--- config.mk ---
export PLATFORM = sky130hd
export DESIGN_NAME = rfsh_sched
export DESIGN_NICKNAME = d
export VERILOG_FILES = /design/src/rtl/rfsh_pkg.sv /design/src/rtl/rfsh_rst_sync.sv /design/src/rtl/rfsh_timer.sv /design/src/rtl/rfsh_owed.sv /design/src/rtl/rfsh_rowctr.sv /design/src/rtl/rfsh_sched.sv
export SDC_FILE = /design/constraint.sdc
export NUM_CORES = 1
export LEC_CHECK = 0
export ABC_AREA = 0
export CAP_MARGIN = 20
export CORE_UTILIZATION = 40
export CTS_CLUSTER_SIZE = 40
export DETAILED_ROUTE_END_ITERATION = 10
export GPL_ROUTABILITY_DRIVEN = 0
export GPL_TIMING_DRIVEN = 0
export PLACE_DENSITY = 0.69
export SLEW_MARGIN = 10
export SYNTH_ARGS = -nofsm -noshare
export SYNTH_HDL_FRONTEND = slang
export SYNTH_HIERARCHICAL = 1
export SYNTH_SLANG_ARGS = --single-unit
--- constraint.sdc ---
create_clock -name clk -period 2.29 [get_ports clk]
set_clock_uncertainty 0.15 [all_clocks]
set_input_delay 0.3435 -clock clk [delete_from_list [all_inputs] [get_ports clk]]
set_output_delay 0.3435 -clock clk [all_outputs]
set_load 0.02 [all_outputs]
--- src/rtl/rfsh_pkg.sv ---
package rfsh_pkg;
  // Phases of the scheduler, in the order they are visited after reset
  typedef enum logic [1:0] {
    PH_PAUSE = 2'd0,
    PH_BURST = 2'd1,
    PH_RUN   = 2'd2
  } phase_e;
endpackage

--- src/rtl/rfsh_rst_sync.sv ---
module rfsh_rst_sync (
  input  logic clk,
  input  logic rst_n,
  output logic rst_sync_n
);
  logic stage1_q;
  logic stage2_q;

  always_ff @(posedge clk or negedge rst_n) begin
    if (!rst_n) begin
      stage1_q <= 1'b0;
      stage2_q <= 1'b0;
    end else begin
      stage1_q <= 1'b1;
      stage2_q <= stage1_q;
    end
  end

  assign rst_sync_n = stage2_q;
endmodule

--- src/rtl/rfsh_timer.sv ---
module rfsh_timer #(
  parameter int LIMIT = 1560
) (
  input  logic clk,
  input  logic rst_n,
  input  logic en,
  output logic tick
);
  localparam int CW = (LIMIT > 1) ? $clog2(LIMIT) : 1;
  localparam logic [CW-1:0] LAST = CW'(LIMIT - 1);

  logic [CW-1:0] cnt_q;
  logic [CW-1:0] cnt_d;
  logic          at_last;

  assign at_last = (cnt_q == LAST);
  assign tick    = en && at_last;

  // Cleared whenever disabled, so each enable starts a full period
  always_comb begin
    if (!en)          cnt_d = '0;
    else if (at_last) cnt_d = '0;
    else              cnt_d = cnt_q + CW'(1);
  end

  always_ff @(posedge clk or negedge rst_n) begin
    if (!rst_n) cnt_q <= '0;
    else        cnt_q <= cnt_d;
  end

  assert_cnt_range_R4: assert property (@(posedge clk) disable iff (!rst_n)
    cnt_q <= LAST);
endmodule

--- src/rtl/rfsh_owed.sv ---
module rfsh_owed #(
  parameter int MAX_PENDING    = 8,
  parameter int INIT_REFRESHES = 8
) (
  input  logic clk,
  input  logic rst_n,
  input  logic load,
  input  logic slot,
  input  logic take,
  output logic nonzero,
  output logic last_one
);
  localparam int CW = $clog2(MAX_PENDING + 1);
  localparam logic [CW-1:0] CAP  = CW'(MAX_PENDING);
  localparam logic [CW-1:0] INIT = CW'(INIT_REFRESHES);

  logic [CW-1:0] cnt_q;
  logic [CW-1:0] cnt_d;
  logic          inc;
  logic          dec;

  assign dec = take && (cnt_q != '0);
  // At the cap a new slot only counts if a handshake frees room
  assign inc = slot && ((cnt_q != CAP) || dec);

  always_comb begin
    cnt_d = cnt_q;
    if (load)            cnt_d = INIT;
    else if (inc && !dec) cnt_d = cnt_q + CW'(1);
    else if (dec && !inc) cnt_d = cnt_q - CW'(1);
  end

  always_ff @(posedge clk or negedge rst_n) begin
    if (!rst_n) cnt_q <= '0;
    else        cnt_q <= cnt_d;
  end

  assign nonzero  = (cnt_q != '0);
  assign last_one = (cnt_q == CW'(1));

  assert_no_overflow_R5: assert property (@(posedge clk) disable iff (!rst_n)
    cnt_q <= CAP);
  assert_drain_step_R5: assert property (@(posedge clk) disable iff (!rst_n)
    (take && !slot && !load && cnt_q != '0) |=> (cnt_q == $past(cnt_q) - CW'(1)));
endmodule

--- src/rtl/rfsh_rowctr.sv ---
module rfsh_rowctr #(
  parameter int ROW_BITS = 12
) (
  input  logic                clk,
  input  logic                rst_n,
  input  logic                adv,
  output logic [ROW_BITS-1:0] row
);
  logic [ROW_BITS-1:0] row_q;
  logic [ROW_BITS-1:0] row_d;

  // Natural binary wrap gives modulo 2**ROW_BITS
  always_comb begin
    row_d = row_q;
    if (adv) row_d = row_q + ROW_BITS'(1);
  end

  always_ff @(posedge clk or negedge rst_n) begin
    if (!rst_n) row_q <= '0;
    else        row_q <= row_d;
  end

  assign row = row_q;
endmodule

--- src/rtl/rfsh_sched.sv ---
module rfsh_sched #(
  parameter int PAUSE_CYC      = 20000,
  parameter int INTERVAL_CYC   = 1560,
  parameter int INIT_REFRESHES = 8,
  parameter int MAX_PENDING    = 8,
  parameter int ROW_BITS       = 12
) (
  input  logic                clk,
  input  logic                rst_n,
  input  logic                rfsh_ack,
  output logic                rfsh_req,
  output logic                mem_ready,
  output logic [ROW_BITS-1:0] rfsh_row
);
  import rfsh_pkg::*;

  logic   rst_i;
  phase_e phase_q;
  phase_e phase_d;
  logic   pause_tick;
  logic   slot_tick;
  logic   owed_nz;
  logic   owed_last;
  logic   take;

  rfsh_rst_sync u_sync (
    .clk        (clk),
    .rst_n      (rst_n),
    .rst_sync_n (rst_i)
  );

  rfsh_timer #(.LIMIT(PAUSE_CYC)) u_pause (
    .clk   (clk),
    .rst_n (rst_i),
    .en    (phase_q == PH_PAUSE),
    .tick  (pause_tick)
  );

  rfsh_timer #(.LIMIT(INTERVAL_CYC)) u_slot (
    .clk   (clk),
    .rst_n (rst_i),
    .en    (phase_q == PH_RUN),
    .tick  (slot_tick)
  );

  // The burst reuses the owed counter: it is preloaded when the pause ends
  rfsh_owed #(.MAX_PENDING(MAX_PENDING), .INIT_REFRESHES(INIT_REFRESHES)) u_owed (
    .clk      (clk),
    .rst_n    (rst_i),
    .load     (pause_tick),
    .slot     (slot_tick),
    .take     (take),
    .nonzero  (owed_nz),
    .last_one (owed_last)
  );

  rfsh_rowctr #(.ROW_BITS(ROW_BITS)) u_row (
    .clk   (clk),
    .rst_n (rst_i),
    .adv   (take),
    .row   (rfsh_row)
  );

  assign rfsh_req  = (phase_q != PH_PAUSE) && owed_nz;
  assign take      = rfsh_req && rfsh_ack;
  assign mem_ready = (phase_q == PH_RUN);

  always_comb begin
    phase_d = phase_q;
    unique case (phase_q)
      PH_PAUSE: if (pause_tick)          phase_d = PH_BURST;
      PH_BURST: if (take && owed_last)   phase_d = PH_RUN;
      PH_RUN:                            phase_d = PH_RUN;
      default:                           phase_d = PH_PAUSE;
    endcase
  end

  always_ff @(posedge clk or negedge rst_i) begin
    if (!rst_i) phase_q <= PH_PAUSE;
    else        phase_q <= phase_d;
  end

  assert_row_step_R7: assert property (@(posedge clk) disable iff (!rst_i)
    (rfsh_req && rfsh_ack) |=> (rfsh_row == ROW_BITS'($past(rfsh_row) + 1'b1)));
  assert_row_hold_R6: assert property (@(posedge clk) disable iff (!rst_i)
    !(rfsh_req && rfsh_ack) |=> $stable(rfsh_row));
  assert_ready_sticky_R3: assert property (@(posedge clk) disable iff (!rst_i)
    mem_ready |=> mem_ready);
  assert_ready_cause_R3: assert property (@(posedge clk) disable iff (!rst_i)
    $rose(mem_ready) |-> $past(rfsh_req && rfsh_ack));
  assert_req_held_R4: assert property (@(posedge clk) disable iff (!rst_i)
    (rfsh_req && !rfsh_ack) |=> rfsh_req);
  assert_pause_quiet_R1: assert property (@(posedge clk) disable iff (!rst_i)
    !mem_ready && !rfsh_req |=> !mem_ready);
endmodule

==> summary.md <==
| Metric | Value |
|---|---|
| Vias in the first global route | `1,773` |
| Status | `finished with violations` |
| Family with the most delay on the worst path | `simple AND/OR/NAND/NOR gates` |
| Element type at the critical path start | `flip-flop` |
| Final Hold Fails | `8` |
| Final setup vio count | `4` |
| PortBufs | `16` |
| Yosys cell types | `50` |
| Starting density of the core | `41.6%` |
| IR drop worst, VDD | `0.487 mV` |
| Clock Sinks | `46` |
| Tcrit/Tclk final | `107%` |
| RSZ-0062 raised after global routing | `true` |
| Core Area | `0.00596 sq mm` |
| Power, Total | `2.94 mW` |
| Grt total ovfl | `0` |
| Critical path class | `reg2reg` |
| R2r endpoint | `phase_q[1]` |
| Synth top area cells | `dfrtp_1 (47%), xnor2_1 (5.3%), xor2_1 (4.6%)` |
| Reg2reg setup slack | `-0.17 ns` |
| Fin crit period | `2.46 ns` |
| 1st-pass router iterations | `4` |
| Synth-to-Final Area Change | `26.4%` |
| Max Fclk | `407 MHz` |
| Antenna viol nets, final | `0` |
| Maximum clock path buffer count | `2` |
| Syn Std Cell Area | `0.00247 sq mm` |
| Row cnt | `28` |
| Violated checks | `hold timing, setup timing` |
| Total Routed Length | `4800 microns` |
| Max incr delay on CP | `0.55 ns` |
| PD cells | `939 mW/mm^2` |
| Later-pin clock latency in the skew report | `0.29 ns` |
| GRT Util Overall | `15.2%` |
| Die area | `0.00651 sq mm` |
| CTS tree | `built` |
| Mapped Nets | `247` |
| Die span in x | `80.7 microns` |
| Hold Crit Class | `reg2async` |
| WHS | `-0.00931 ns` |
| Critical-path top delay cell | `or4_4` |
| RR Startpoint | `u_pause/cnt_q[7]` |
| Highest-count cells in the layout ignoring fill and taps | `dfrtp_1 (43), nor2_1 (25), buf_4 (23)` |
| Final slew viol count | `0` |
| Dpl ws | `-0.375 ns` |
| Syn avg cell area | `10.5 sq um` |
| Post-Syn Instances | `235` |
| Final instance count without filler cells | `359` |
| Area fraction of the dominant cell type after synthesis | `46.5%` |
| Critical Path, Cell by Cell | `or4b_1 -> or4_4 -> nor2_4 -> and2b_2 -> o21ai_2 -> mux2_4` |
| DR vias/cell | `5.32` |
| Clk Tree Root Cell | `clkbuf_8` |
| Drt initial violations | `39` |
| IO Count | `17` |
| Share of cells above drive strength 1 | `25.4%` |
| First-pass GRT wire length | `7780 microns` |
| Fin worst setup slack | `-0.165 ns` |
| Seq/Total Area, Yosys | `46.5%` |
| Pleak | `1.32 nW` |
| Fillcell total | `543` |
| Clock transition at path regs | `0.09 ns` |
| # diodes | `0` |
| Worst Path Arrival | `2.49 ns` |
| Die Ht | `80.7 microns` |
| CP Buf/Inv Count | `0` |
| CP required | `2.33 ns` |
| # nets final | `295` |
| Synth Warn # | `6` |
| Max-cap violations | `0` |
| Drt drc | `0` |
| Seq cells post-synth | `46` |
| DR WL/cell | `13.4 microns` |
| Commonest non-fill, non-tap cell in the layout | `dfrtp_1` |
| Antenna violations before repair | `0` |
| Placed Instances | `327` |
| TritonCTS Buffers | `5` |
| Crit-path max FO | `2` |
| Largest net degree at the start of global routing | `34` |
| Synth area leader | `dfrtp_1` |
| Post-DP HPWL | `3110 microns` |
| Vias | `1,909` |
| CTS H-tree lvls | `2` |
| R2R cell count | `6` |
| Crit path capture type | `flip-flop` |
stage by stage:
step / utilization, % / TNS, ns / area, sq um
CTS: 51.1 / -0.472 / 3040
detailed placement: 46.6 / -1.52 / 2780
global placement: 46.3 / -1.28 / 2760
floorplan: - / -0.582 / 2500
finish: 52.5 / -0.326 / 3130
global route: 52.5 / -0.646 / 3130
cell families (layout without fill, tap and decap cells):
family / after synthesis / count (layout) / share of synthesized area [%]
simple gates: 104 / 104 / 25.0
flops: 46 / 46 / 46.5
xor+xnor: 28 / 28 / 9.91
compound gates: 27 / 27 / 8.14
buf+inv: 14 / 63 / 3.03
fa+ha+maj: 9 / 9 / 4.55
mux: 6 / 6 / 2.68
other cells: 1 / 1 / 0.152
power breakdown:
group          internal (mW)  switching, mW  leakage, nW  total [mW]
combinational          0.623          0.596        0.667        1.22
clock                  0.326          0.270       0.0514       0.596
sequential             0.951          0.172        0.599        1.12
total                   1.90           1.04         1.32        2.94
worst max path at each step:
stage	from	to	slack, ns	depth (start not counted)
floorplan	u_pause/cnt_q[8]	phase_q[1]	-0.25	6
global placement	u_pause/cnt_q[8]	phase_q[1]	-0.38	6
detailed placement	u_pause/cnt_q[8]	phase_q[1]	-0.37	6
CTS	u_pause/cnt_q[7]	phase_q[1]	-0.17	6
global route	u_pause/cnt_q[7]	phase_q[1]	-0.25	6
finish	u_pause/cnt_q[7]	phase_q[1]	-0.17	6
worst register-to-register path: stages, from the launching register on:
cell     delay [ns]
dfrtp_1        0.38
or4b_1         0.52
or4_4          0.55
nor2_4         0.10
and2b_2        0.23
o21ai_2        0.13
mux2_4         0.31
cells in the mapped netlist (all sizes together):
master / count
nor2: 26
nand3b: 1
or2b: 2
nor3: 7
nor3b: 1
mux2: 2
nor2b: 2
nand4: 11
inv: 10
ha: 9
clkbuf: 1
and3: 1
and2: 1
and3b: 1
dfrtp: 46
a21oi: 8
a21boi: 1
and4: 1
or3: 4
a211o: 1
xnor2: 15
o21ba: 1
conb: 1
o22ai: 1
buf: 3
o21ai: 6
nand3: 12
a2111o: 1
or4b: 3
o31ai: 4
nor4: 6
nand2: 16
a31oi: 1
and2b: 2
a211oi: 3
or4: 4
mux2i: 4
nand4bb: 1
nand4b: 1
xor2: 13
or3b: 1
routing by layer:
metal,global-route usage [%],part of all wire [%],vias up
met5,0,0,-
met1,19.2,47,950
met3,3.41,2.3,2
met4,3.75,0.31,0
met2,26.0,50,25
li1,-,-,932
flip-flops by register name, summed over array words and instances, names as in the netlist:
register,cells
phase_q,2
u_owed/cnt_q,4
u_row/row,12
u_sync/stage1_q,1
u_sync/rst_sync_n,1
u_pause/cnt_q,15
u_slot/cnt_q,11
cell type report:
cell class | instances | area [sq um] | area share [%]
Buffer | 4 | 45.0 | 1.44
Clock buffer | 6 | 72.6 | 2.32
Clock inverter | 2 | 37.5 | 1.20
Inverter | 10 | 37.5 | 1.20
Multi-Input combinational cell | 175 | 1320 | 42.3
Sequential cell | 46 | 1150 | 36.9
Tap cell | 75 | 93.8 | 3.00
Timing Repair Buffer | 41 | 363 | 11.6
timing repair:
item / CTS / global route
resized for setup: 10 / 15
hold endpoints to repair: 0 / 0
endpoints found under the setup margin: 6 / 7
hold buffers: 0 / 0
buffers inserted: 19 / 7
pin swaps: 5 / 5
(Power assumes the default switching activity.)
